<file path="src/rtl/sio_err_pkg.sv">
package sio_err_pkg;

   typedef enum logic [1:0] {
      LINK_ASYNC       = 2'd0,
      LINK_SYNC_SLAVE  = 2'd1,
      LINK_SYNC_MASTER = 2'd2
   } link_t;

   function automatic link_t link_decode(input logic sync_m, input logic clk_out);
      if (!sync_m)      return LINK_ASYNC;
      else if (clk_out) return LINK_SYNC_MASTER;
      else              return LINK_SYNC_SLAVE;
   endfunction

endpackage

</file>
<file path="src/rtl/sio_flag_cell.sv">
module sio_flag_cell (
   input  logic clk,
   input  logic rst_n,
   input  logic set_i,
   input  logic clr_i,
   output logic q_o
);
   always_ff @(posedge clk or negedge rst_n) begin
      if (!rst_n)     q_o <= 1'b0;
      else if (set_i) q_o <= 1'b1;
      else if (clr_i) q_o <= 1'b0;
   end
endmodule

</file>
<file path="src/rtl/sio_ovr_detect.sv">
module sio_ovr_detect
   import sio_err_pkg::*;
#(
   parameter bit RX_FIFO = 1'b1
) (
   input  logic  clk,
   input  logic  rst_n,
   input  link_t link,
   input  logic  fifo_en,
   input  logic  no_space,
   input  logic  frame_done,
   input  logic  buf_read,
   output logic  set_o
);
   logic use_fifo;
   logic full_hit;
   logic buf_busy, buf_busy_d;

   generate
      if (RX_FIFO) begin : g_fifo
         assign use_fifo = fifo_en;
         assign full_hit = no_space;
      end else begin : g_nofifo
         assign use_fifo = 1'b0;
         assign full_hit = 1'b0;
      end
   endgenerate

   always_comb begin
      buf_busy_d = buf_busy;
      if (use_fifo)        buf_busy_d = 1'b0;
      else if (frame_done) buf_busy_d = 1'b1;
      else if (buf_read)   buf_busy_d = 1'b0;
   end

   always_ff @(posedge clk or negedge rst_n) begin
      if (!rst_n) buf_busy <= 1'b0;
      else        buf_busy <= buf_busy_d;
   end

   always_comb begin
      set_o = 1'b0;
      if (frame_done && (link != LINK_SYNC_MASTER)) begin
         if (use_fifo) set_o = full_hit;
         else          set_o = buf_busy && !buf_read;
      end
   end
endmodule

</file>
<file path="src/rtl/sio_shared_detect.sv">
module sio_shared_detect
   import sio_err_pkg::*;
#(
   parameter bit TX_FIFO = 1'b1
) (
   input  link_t link,
   input  logic  dbuf_en,
   input  logic  tx_fifo_en,
   input  logic  tx_fifo_empty,
   input  logic  xfer_clk,
   input  logic  shift_idle,
   input  logic  dbuf_empty,
   input  logic  parity_bad,
   output logic  set_o
);
   logic fifo_dry;
   logic under, par;

   generate
      if (TX_FIFO) begin : g_fifo
         assign fifo_dry = !tx_fifo_en || tx_fifo_empty;
      end else begin : g_nofifo
         assign fifo_dry = 1'b1;
      end
   endgenerate

   always_comb begin
      under = 1'b0;
      par   = 1'b0;
      case (link)
         LINK_ASYNC:      par   = parity_bad;
         LINK_SYNC_SLAVE: under = dbuf_en && xfer_clk && shift_idle
                                  && dbuf_empty && fifo_dry;
         default:         begin end
      endcase
      set_o = under || par;
   end
endmodule

</file>
<file path="src/rtl/sio_err_flags.sv">
module sio_err_flags
   import sio_err_pkg::*;
#(
   parameter int STAT_W  = 8,
   parameter int OVR_POS = 4,
   parameter int PU_POS  = 3,
   parameter bit RX_FIFO = 1'b1,
   parameter bit TX_FIFO = 1'b1
) (
   input  logic              clk,
   input  logic              rst_n,
   input  logic              sync_mode,
   input  logic              sclk_is_out,
   input  logic              dbuf_en,
   input  logic              rx_fifo_en,
   input  logic              rx_no_space,
   input  logic              tx_fifo_en,
   input  logic              tx_fifo_empty,
   input  logic              frame_done,
   input  logic              rx_parity_bad,
   input  logic              rxbuf_read,
   input  logic              stat_read,
   input  logic              xfer_clk,
   input  logic              tx_shift_idle,
   input  logic              tx_dbuf_empty,
   output logic [STAT_W-1:0] status
);
   localparam int NFLAG = 2;

   generate
      if (OVR_POS == PU_POS) begin : g_bad_pos
         $error("sio_err_flags: flag positions must differ");
      end
      if (OVR_POS >= STAT_W || PU_POS >= STAT_W || OVR_POS < 0 || PU_POS < 0) begin : g_bad_rng
         $error("sio_err_flags: flag position outside status width");
      end
   endgenerate

   link_t            link;
   logic [NFLAG-1:0] set_v;
   logic [NFLAG-1:0] flag_q;

   assign link = link_decode(sync_mode, sclk_is_out);

   sio_ovr_detect #(.RX_FIFO(RX_FIFO)) u_ovr (
      .clk        (clk),
      .rst_n      (rst_n),
      .link       (link),
      .fifo_en    (rx_fifo_en),
      .no_space   (rx_no_space),
      .frame_done (frame_done),
      .buf_read   (rxbuf_read),
      .set_o      (set_v[0])
   );

   sio_shared_detect #(.TX_FIFO(TX_FIFO)) u_pu (
      .link          (link),
      .dbuf_en       (dbuf_en),
      .tx_fifo_en    (tx_fifo_en),
      .tx_fifo_empty (tx_fifo_empty),
      .xfer_clk      (xfer_clk),
      .shift_idle    (tx_shift_idle),
      .dbuf_empty    (tx_dbuf_empty),
      .parity_bad    (rx_parity_bad),
      .set_o         (set_v[1])
   );

   generate
      for (genvar f = 0; f < NFLAG; f++) begin : g_flag
         sio_flag_cell u_cell (
            .clk   (clk),
            .rst_n (rst_n),
            .set_i (set_v[f]),
            .clr_i (stat_read),
            .q_o   (flag_q[f])
         );
      end
      for (genvar b = 0; b < STAT_W; b++) begin : g_stat
         if (b == OVR_POS) begin : g_o
            assign status[b] = flag_q[0];
         end else if (b == PU_POS) begin : g_p
            assign status[b] = flag_q[1];
         end else begin : g_z
            assign status[b] = 1'b0;
         end
      end
   endgenerate
endmodule

</file>
<file path="config.mk">
export PLATFORM = sky130hd
export DESIGN_NAME = sio_err_flags
export DESIGN_NICKNAME = d
export VERILOG_FILES = /design/src/rtl/sio_err_pkg.sv /design/src/rtl/sio_flag_cell.sv /design/src/rtl/sio_ovr_detect.sv /design/src/rtl/sio_shared_detect.sv /design/src/rtl/sio_err_flags.sv
export SDC_FILE = /design/constraint.sdc
export NUM_CORES = 1
export LEC_CHECK = 0
export BUFFER_PORTS_ARGS = -buffer_cell sky130_fd_sc_hd__buf_2
export CAP_MARGIN = 15
export CORE_AREA = 4 4 41 43
export DETAILED_ROUTE_END_ITERATION = 8
export DIE_AREA = 0 0 45 47
export GPL_ROUTABILITY_DRIVEN = 0
export GPL_TIMING_DRIVEN = 0
export PLACE_DENSITY = 0.41
export SLEW_MARGIN = 15
export SYNTH_ARGS = -nofsm -noshare
export SYNTH_HDL_FRONTEND = slang
export SYNTH_SLANG_ARGS = --single-unit
</file>
<file path="constraint.sdc">
create_clock -name clk -period 1.05 [get_ports clk]
set_input_delay 0.21 -clock clk [delete_from_list [all_inputs] [get_ports clk]]
set_output_delay 0.21 -clock clk [all_outputs]
set_load 0.05 [all_outputs]
</file>
* Word-level counts from Yosys, hierarchy flattened *
Index checks and enable logic that the tools add are counted.

word-level totals
  bits in latches = 0
  ROM bits = 0
  logic and storage cells = 31
  memories = 0
  RAM bits = 0
  output and inout bits = 8
  input bits = 16
  register bits = 3

operators by class
  multiply operators = 0
  divide/modulo/power cells = 0
  reductions and logical operators = 14
  shift operators = 0
  mux-type cells = 12
  add/sub/neg operators = 0
  bitwise gates (word level) = 0
  magnitude comparators = 0
  eq/ne operators = 2

operator list
  kind                                                 number
  2-to-1 mux 1 bit                                     10
  logical AND 1 bit                                    6
  2-to-1 mux 2 bit                                     2
  nonzero test 2 bit                                   2
  nonzero test 3 bit                                   1
  equality test 2 x 1 -> 1 bit, second input constant  1
  logical NOT 1 bit                                    2
  logical NOT 2 bit                                    1
  logical OR 1 bit                                     2
  != test 2 bit, second input constant                 1

* Depth between registers and ports, before layout *
Gate-level depths: netlist of the first run.

  word-level depth = 7
  mapped depth = 3
  depth with buffers taken out = 3

* Hierarchy *
From an unflattened synthesis of the first run, not the netlist that was laid out.

unflattened totals
  cells, all modules = 28
  area total of the unflattened synthesis = 256.5 um2

by module, submodules not included
  module             cells each  sequential area each (um2)  times used  area each (um2)
  sio_flag_cell      3           25.0                        2           36.3
  sio_ovr_detect     8           25.0                        1           71.3
  sio_err_flags      9           0.0                         1           65.1
  sio_shared_detect  5           0.0                         1           47.5

* Worst setup path after synthesis of the first run *
Ideal clock, no wire load.

  path type = reg-to-reg
  start = reg u_ovr.buf_busy
  end = reg g_flag[0].u_cell.q_o
  arrival = 0.640 ns
  setup slack = 0.285 ns
  period minus slack after synthesis = 0.765 ns
  library setup time = 0.125 ns
  cell stages (with the launch flop) = 4
  path buffers = 0
  data required time = 0.925 ns
  path through = dfrtp_1 -> nor3b_1 -> a21oi_1 -> o22ai_1

on the way
  word-level cells in the longest chain between the ends = 4
  elaborated cells between the ends (all ways) = 5
  classes of those cells = mux: 3; reduce/logical: 2

ends and longest elaborated chain
  item                                                    line                  text
  from (decl)                                             sio_ovr_detect.sv:17  logic buf_busy, buf_busy_d;
  from (signal assigned)                                  sio_ovr_detect.sv:38  else buf_busy <= buf_busy_d;
  logical AND 1 bit (*)                                   sio_ovr_detect.sv:45  else set_o = buf_busy && !buf_read;
  2-to-1 mux 1 bit (*)                                    sio_ovr_detect.sv:44  if (use_fifo) set_o = full_hit;
  2-to-1 mux 1 bit (*)                                    sio_ovr_detect.sv:43  if (frame_done && (link != LINK_SYNC_MASTER)) begin
  2-to-1 mux 1 bit or nonzero test 2 bit (tied branches)  --
  to (signal assigned)                                    sio_flag_cell.sv:9    if (!rst_n) q_o <= 1'b0;
  to (signal assigned)                                    sio_flag_cell.sv:10   else if (set_i) q_o <= 1'b1;
  to (signal assigned)                                    sio_flag_cell.sv:11   else if (clr_i) q_o <= 1'b0;
  to (decl)                                               sio_flag_cell.sv:6    output logic q_o

Mark *: on every way between the ends. The rest lies on a longest branch, timed or not.
A chain may end at the register's enable or synchronous reset.

* Worst setup path after layout of the first run *
  start = reg g_flag[0].u_cell.q_o
  end = out status[4]

RTL lines
  item       line                 text
  to (decl)  sio_err_flags.sv:26  output logic [STAT_W-1:0] status

No word-level cell between the ends.

==> results.json, run 1 <==
{
  "outcome": "completed",
  "die_area_um2": 2115,
  "drc_errors": 0,
  "worst_setup_path_startpoint": "g_flag[0].u_cell.q_o$_DFFE_PN0P_",
  "pin_count_of_the_biggest_net_entering_global_routing": 4,
  "antenna_found_initial": 0,
  "worst_path_dominant_cell_family": "flip-flops",
  "globalRouteMet3Util_pct": 0.3831,
  "area_delta_synth_final_pct": 79.01,
  "syn-mean-instance-area_um2": 8.388,
  "synth_sequential_area_ratio_pct": 33.15,
  "yosysWarningCount": 0,
  "worst_path_largest_cell_delay_ns": 0.39,
  "min_path_type": "in -> reg",
  "die_height_um": 47,
  "fin_skew_ns": 0.0006682,
  "via_count_of_the_first_global_routing_pass": 242,
  "total_power_mw": 0.5108,
  "fin_crit_sh_pct": 93.77,
  "yosysTopAreaCell": "sky130_fd_sc_hd__dfrtp_1",
  "initial_core_util_pct": 17.40,
  "synth.area.top_cells": "sky130_fd_sc_hd__dfrtp_1 (33%), sky130_fd_sc_hd__buf_4 (27%), sky130_fd_sc_hd__inv_1 (8.3%), sky130_fd_sc_hd__o221ai_2 (6.6%), sky130_fd_sc_hd__a21oi_1 (4.4%)",
  "clk_pin_slew_worst_paths_ns": 0.04,
  "total_power_divided_by_cell_area_nw_per_um2": 1260,
  "top_level_ports": 24,
  "clock.fmax_mhz": 1016,
  "critPathCaptureType": "primary output",
  "hold_violations": 0,
  "vias": 234,
  "setup_viol": 0,
  "worstPathArrival_ns": 0.77,
  "cellLeakagePower_nw": 0.2374,
  "hpwl_um": 484.6,
  "detail-route-antenna-nets": 0,
  "grt_first_pass_wirelength_um": 841,
  "clk_root_buffer_cell": "sky130_fd_sc_hd__clkbuf_4",
  "netlist-cell-type-count": 12,
  "n_antenna_cell": 0,
  "grt-ovfl-total": 0,
  "post_drt_wl_per_cell_um": 7.609,
  "vdd_drop_max_mv": 0.3195,
  "grt_setup_unrepaired": "false",
  "num_cts_buffers": 3,
  "synth_largest_type_area_fraction_pct": 33.15,
  "syn_inst": 27,
  "dp.cells": 64,
  "globalRoute.busiestLayer": "met4",
  "final_nets": 71,
  "fin_util_pct": 31.15,
  "critical-path-slowest-cell": "sky130_fd_sc_hd__dfrtp_1",
  "place.port_buffers": 17,
  "fp.dieW_um": 45,
  "path_cells": "buf_8",
  "clock_tree.buffer_depth": 2,
  "final_period_minus_worst_setup_slack_ns": 0.9846,
  "tritoncts": "built",
  "hold_sp": "rx_fifo_en",
  "clock_insertion_delay_worst_skew_ns": 0.23,
  "grt_use_met2_pct": 7.627,
  "synth-seq-cells": 3,
  "synthesis.area_um2": 226.5,
  "drt_pre_antenna_iters": 4,
  "detail_route.vias_per_cell": 3.391,
  "crit-reg2reg-launch": "u_ovr.buf_busy$_DFFE_PN0P_",
  "total_count_of_max_transition_violations_in_the_final_report": 0,
  "core_area_um2": 1301,
  "global_route.usage.total_pct": 6.092,
  "hold_ws_ns": 0.1637,
  "critical_path.startpoint_type": "flip-flop",
  "detail_route.wirelength_um": 525,
  "worstSetupPathType": "reg -> out",
  "critical_path_required_ns": 0.84,
  "drt-initial-drc-count": 1,
  "cts_num_sinks": 3,
  "grt.met1_usage_pct": 7.078,
  "critPathMaxFanout": 2,
  "timing.critical_path.buf_inv": 1,
  "final_layout_size_suffix_gt1_share_pct": 53.70,
  "max_cap_violation_count": 0,
  "layout.cells.non_filler": 69,
  "placementRows": 13,
  "cts_htree_levels": 1
}
## stage by stage
step / setup TNS, ns / worst slack (ns) / instance area, um^2
finish: 0 / 0.06536 / 405.4
global route: 0 / 0.02938 / 405.4
CTS: -0.04048 / -0.04048 / 409.1
detailed placement: 0 / 0.1506 / 349.1
global placement: 0 / 0.1632 / 349.1
floorplan: 0 / 0.2852 / 245.2
## cell type report
type	instances	area, um^2
buffer	6	45.04
clock buffer	4	26.28
fill	156	895.9
inverter	5	18.77
multi-input combinational	16	91.34
sequential	3	75.07
tap	15	18.77
timing repair buffer	20	130.1
## state kept, by name, indices dropped and copies added, names as in the netlist
register	cells
g_flag.u_cell.q_o	2
u_ovr.buf_busy	1
## kinds of logic after synthesis
kind of cell	Yosys count	synth area share, %
AOI/OAI and AO/OA	5	17.68
buffers and inverters	13	34.81
DFF	3	33.15
other	1	1.656
and+or+nand+nor	5	12.71
## Yosys cell counts
cell type and number:
sky130_fd_sc_hd__and4b_1 1, sky130_fd_sc_hd__dfrtp_1 3, sky130_fd_sc_hd__buf_4 8, sky130_fd_sc_hd__a21oi_1 2
sky130_fd_sc_hd__nor3b_1 1, sky130_fd_sc_hd__o2111ai_1 1, sky130_fd_sc_hd__nor2_1 1, sky130_fd_sc_hd__inv_1 5
sky130_fd_sc_hd__o221ai_2 1, sky130_fd_sc_hd__conb_1 1, sky130_fd_sc_hd__o22ai_1 1, sky130_fd_sc_hd__nand2_1 2
## layer usage
metal	wire [um]	vias up
met5	0	-
met1	204	93
met4	0	0
met3	48	0
met2	273	13
li1	-	128
## power by group
part	internal (mW)	switching [mW]
Sequential	0.126	0.00748
Combinational	0.0766	0.103
Clock	0.142	0.0560
## cells in the final DEF, fill, tap and decap left out
cell	count
sky130_fd_sc_hd__o221ai_2	1
sky130_fd_sc_hd__dfrtp_1	3
sky130_fd_sc_hd__nand2_1	2
sky130_fd_sc_hd__clkbuf_1	1
sky130_fd_sc_hd__buf_8	2
sky130_fd_sc_hd__buf_4	8
sky130_fd_sc_hd__a21oi_1	2
sky130_fd_sc_hd__nor3b_1	1
sky130_fd_sc_hd__o22ai_1	1
sky130_fd_sc_hd__inv_1	5
sky130_fd_sc_hd__buf_2	15
sky130_fd_sc_hd__dlygate4sd3_1	1
sky130_fd_sc_hd__conb_1	6
sky130_fd_sc_hd__and4b_1	1
sky130_fd_sc_hd__o2111ai_1	1
sky130_fd_sc_hd__clkbuf_4	3
sky130_fd_sc_hd__nor2_1	1
## repair_timing
action,in CTS,in global routing
gates resized for setup,5,1
hold endpoints to repair,3,0
endpoints found under the setup margin,2,1
hold buffers,1,0
setup buffers,2,0
## final timing paths
path / to / slack (ns) / cells after the start
setup / recovery: status[4] / 0.07 / 1
hold / removal: u_ovr.buf_busy$_DFFE_PN0P_ / 0.16 / 2
setup reg to reg: g_flag[0].u_cell.q_o$_DFFE_PN0P_ / 0.23 / 3
hold reg to reg: u_ovr.buf_busy$_DFFE_PN0P_ / 0.52 / 2
max in group asynchronous: g_flag[0].u_cell.q_o$_DFFE_PN0P_ / 0.64 / 2
min in group asynchronous: u_ovr.buf_busy$_DFFE_PN0P_ / 0.30 / 2
(Power assumes the default switching activity.)
==> run 2, diff against run 1 <==
--- a/config.mk
+++ b/config.mk
@@ -7,12 +7,14 @@
 export LEC_CHECK = 0
 export BUFFER_PORTS_ARGS = -buffer_cell sky130_fd_sc_hd__buf_2
 export CAP_MARGIN = 15
-export CORE_AREA = 4 4 41 43
+export CELL_PAD_IN_SITES_DETAIL_PLACEMENT = 1
+export CELL_PAD_IN_SITES_GLOBAL_PLACEMENT = 2
+export CORE_MARGIN = 4
+export CORE_UTILIZATION = 14
 export DETAILED_ROUTE_END_ITERATION = 8
-export DIE_AREA = 0 0 45 47
 export GPL_ROUTABILITY_DRIVEN = 0
 export GPL_TIMING_DRIVEN = 0
-export PLACE_DENSITY = 0.41
+export PLACE_DENSITY = 0.66
 export SLEW_MARGIN = 15
 export SYNTH_ARGS = -nofsm -noshare
 export SYNTH_HDL_FRONTEND = slang
==> run 2 against run 1 <==
Against the previous run:
- setup slack better by 0.0011 ns
- critical path depth unchanged
- largest cell class unchanged
- register-to-register slack lost 0.03 ns
- non-clock buffer count shrank 2
- clock-buffer cell count is the same
- clock skew is 0.00065 ns lower
- worst hold slack better by 0.0050 ns
- clock power barely moved
- final area down 3.4%
- power is 2.1% lower
- final cell count down 1.4%
==> results.json, run 2 (synthesized netlist as in run 1, its figures left out) <==
{
  "outcome": "completed",
  "worst_path_largest_cell_delay_ns": 0.39,
  "hold_violations": 0,
  "clock.fmax_mhz": 1017,
  "vias": 234,
  "grt_first_pass_wirelength_um": 972,
  "timing.critical_path.buf_inv": 1,
  "worstPathArrival_ns": 0.77,
  "clock_tree.buffer_depth": 2,
  "timing.setup.tns_ns": 0,
  "mostFrequentLayoutCell": "sky130_fd_sc_hd__buf_2",
  "grt_setup_unrepaired": "false",
  "global_route.usage.total_pct": 6.302,
  "clk_pin_slew_worst_paths_ns": 0.04,
  "detail_route.vias_per_cell": 3.441,
  "min_delay_path_depth": 2,
  "antenna_found_initial": 0,
  "critPathMaxFanout": 2,
  "cts_num_sinks": 3,
  "cts_htree_levels": 1,
  "hpwl_um": 544.1,
  "drt_pre_antenna_iters": 1,
  "pin_count_of_the_biggest_net_entering_global_routing": 4,
  "top_level_ports": 24,
  "hold_ws_ns": 0.1687,
  "crit-reg2reg-launch": "u_ovr.buf_busy$_DFFE_PN0P_",
  "worst_path_dominant_cell_family": "flip-flops",
  "setup_viol": 0,
  "worstSetupPathType": "reg -> out",
  "drt-initial-drc-count": 0,
  "n_antenna_cell": 0,
  "critical_path_required_ns": 0.84,
  "core_area_um2": 1524,
  "cellLeakagePower_nw": 0.2273,
  "clock_insertion_delay_worst_skew_ns": 0.23,
  "worst-r2r-setup-slack_ns": 0.20,
  "post_drt_wl_per_cell_um": 8.485,
  "r2r_cells": 3,
  "total_power_divided_by_cell_area_nw_per_um2": 1277,
  "initial_core_util_pct": 14.86,
  "mostFrequentLayoutCells": "sky130_fd_sc_hd__buf_2 (15), sky130_fd_sc_hd__buf_4 (6), sky130_fd_sc_hd__conb_1 (6)",
  "path_cells": "buf_8",
  "detail_route.wirelength_um": 577,
  "critPathCaptureType": "primary output",
  "register_area_um2": 75.07,
  "fin_crit_sh_pct": 93.67,
  "place.port_buffers": 17,
  "final_nets": 69,
  "clk_root_buffer_cell": "sky130_fd_sc_hd__clkbuf_4",
  "fp.dieW_um": 48.22,
  "via_count_of_the_first_global_routing_pass": 280,
  "terminating_pin_of_the_worst_hold_path": "u_ovr.buf_busy$_DFFE_PN0P_",
  "grt-ovfl-total": 0,
  "placementRows": 14,
  "max_cap_violation_count": 0,
  "critical-path-slowest-cell": "sky130_fd_sc_hd__dfrtp_1",
  "final_layout_size_suffix_gt1_share_pct": 51.92,
  "total_count_of_max_transition_violations_in_the_final_report": 0,
  "fillers": 189,
  "detail-route-antenna-nets": 0,
  "min_path_type": "in -> reg",
  "num_cts_buffers": 3,
  "die_area_um2": 2325,
  "registers_with_the_highest_flip_flop_counts": "g_flag.u_cell.q_o (2), u_ovr.buf_busy (1)",
  "worst_r2r_endpoint": "g_flag[0].u_cell.q_o$_DFFE_PN0P_",
  "hold_sp": "rx_fifo_en",
  "post_cts.repair.setup_buffers": 0,
  "multiInputGateArea_um2": 91.34,
  "area_delta_synth_final_pct": 72.93,
  "max_flop_register": "g_flag.u_cell.q_o",
  "tritoncts": "built",
  "final_period_minus_worst_setup_slack_ns": 0.9835,
  "critical_path.startpoint_type": "flip-flop",
  "drc_errors": 0,
  "number_of_flip_flops_under_the_largest_register_name": 2,
  "die_height_um": 48.22,
  "fin_skew_ns": 0.00001417,
  "vdd_drop_max_mv": 0.2374
}
[run 2: metal layers]
| metal | up-vias | track usage [%] | routed length [um] |
|---|---|---|---|
| met2 | 10 | 9.115 | 333 |
| met1 | 101 | 7.301 | 202 |
| met3 | 0 | 1.476 | 41 |
| met5 | - | 0 | 0 |
| li1 | 123 | - | - |
| met4 | 0 | 6.452 | 0 |
[run 2: worst max path at each step]
stage | endpoint | slack, ns | cells after the start | start
after floorplan | g_flag[0].u_cell.q_o$_DFFE_PN0P_ | 0.29 | 3 | u_ovr.buf_busy$_DFFE_PN0P_
after global placement | status[3] | 0.16 | 2 | g_flag[1].u_cell.q_o$_DFFE_PN0P_
after detailed placement | status[4] | 0.16 | 2 | g_flag[0].u_cell.q_o$_DFFE_PN0P_
after CTS | status[4] | 0.05 | 1 | g_flag[0].u_cell.q_o$_DFFE_PN0P_
after global routing | status[4] | 0.03 | 1 | g_flag[0].u_cell.q_o$_DFFE_PN0P_
final | status[4] | 0.07 | 1 | g_flag[0].u_cell.q_o$_DFFE_PN0P_
[run 2: stage by stage]
| step | setup WS [ns] | area (um^2) | utilization [%] | instances | power, mW |
|---|---|---|---|---|---|
| 2_1_floorplan | 0.2852 | 245.2 | - | 32 | 0.2520 |
| 3_5_place_dp | 0.1578 | 350.3 | 22.99 | 65 | 0.2958 |
| 3_3_place_gp | 0.1624 | 350.3 | 22.99 | 65 | 0.2943 |
| 5_1_grt | 0.02602 | 391.6 | 25.70 | 68 | 0.5473 |
| 4_1_cts | 0.05202 | 391.6 | 25.70 | 68 | 0.5095 |
| 6_report | 0.06651 | 391.6 | 25.70 | 68 | 0.4999 |
[run 2: layout make-up]
class                   count  area share [%]
clock buffers               4           6.709
plain buffers               6           11.50
flip-flops and latches      3           19.17
inverters                   5           4.792
well taps                  16           5.112
repair buffers             18           29.39
multi-input cells          16           23.32
[run 2: power breakdown]
group | total, mW | switching, mW | internal, mW
logic | 0.170 | 0.102 | 0.0683
clock network | 0.196 | 0.0541 | 0.142
registers | 0.134 | 0.00761 | 0.126
total | 0.500 | 0.164 | 0.336
[run 2: repair_timing]
action                                  4_1_cts  5_1_grt
hold buffers                                  1        0
endpoints found under the setup margin        2        0
gates resized for setup                       6        0
hold endpoints to repair                      3        0
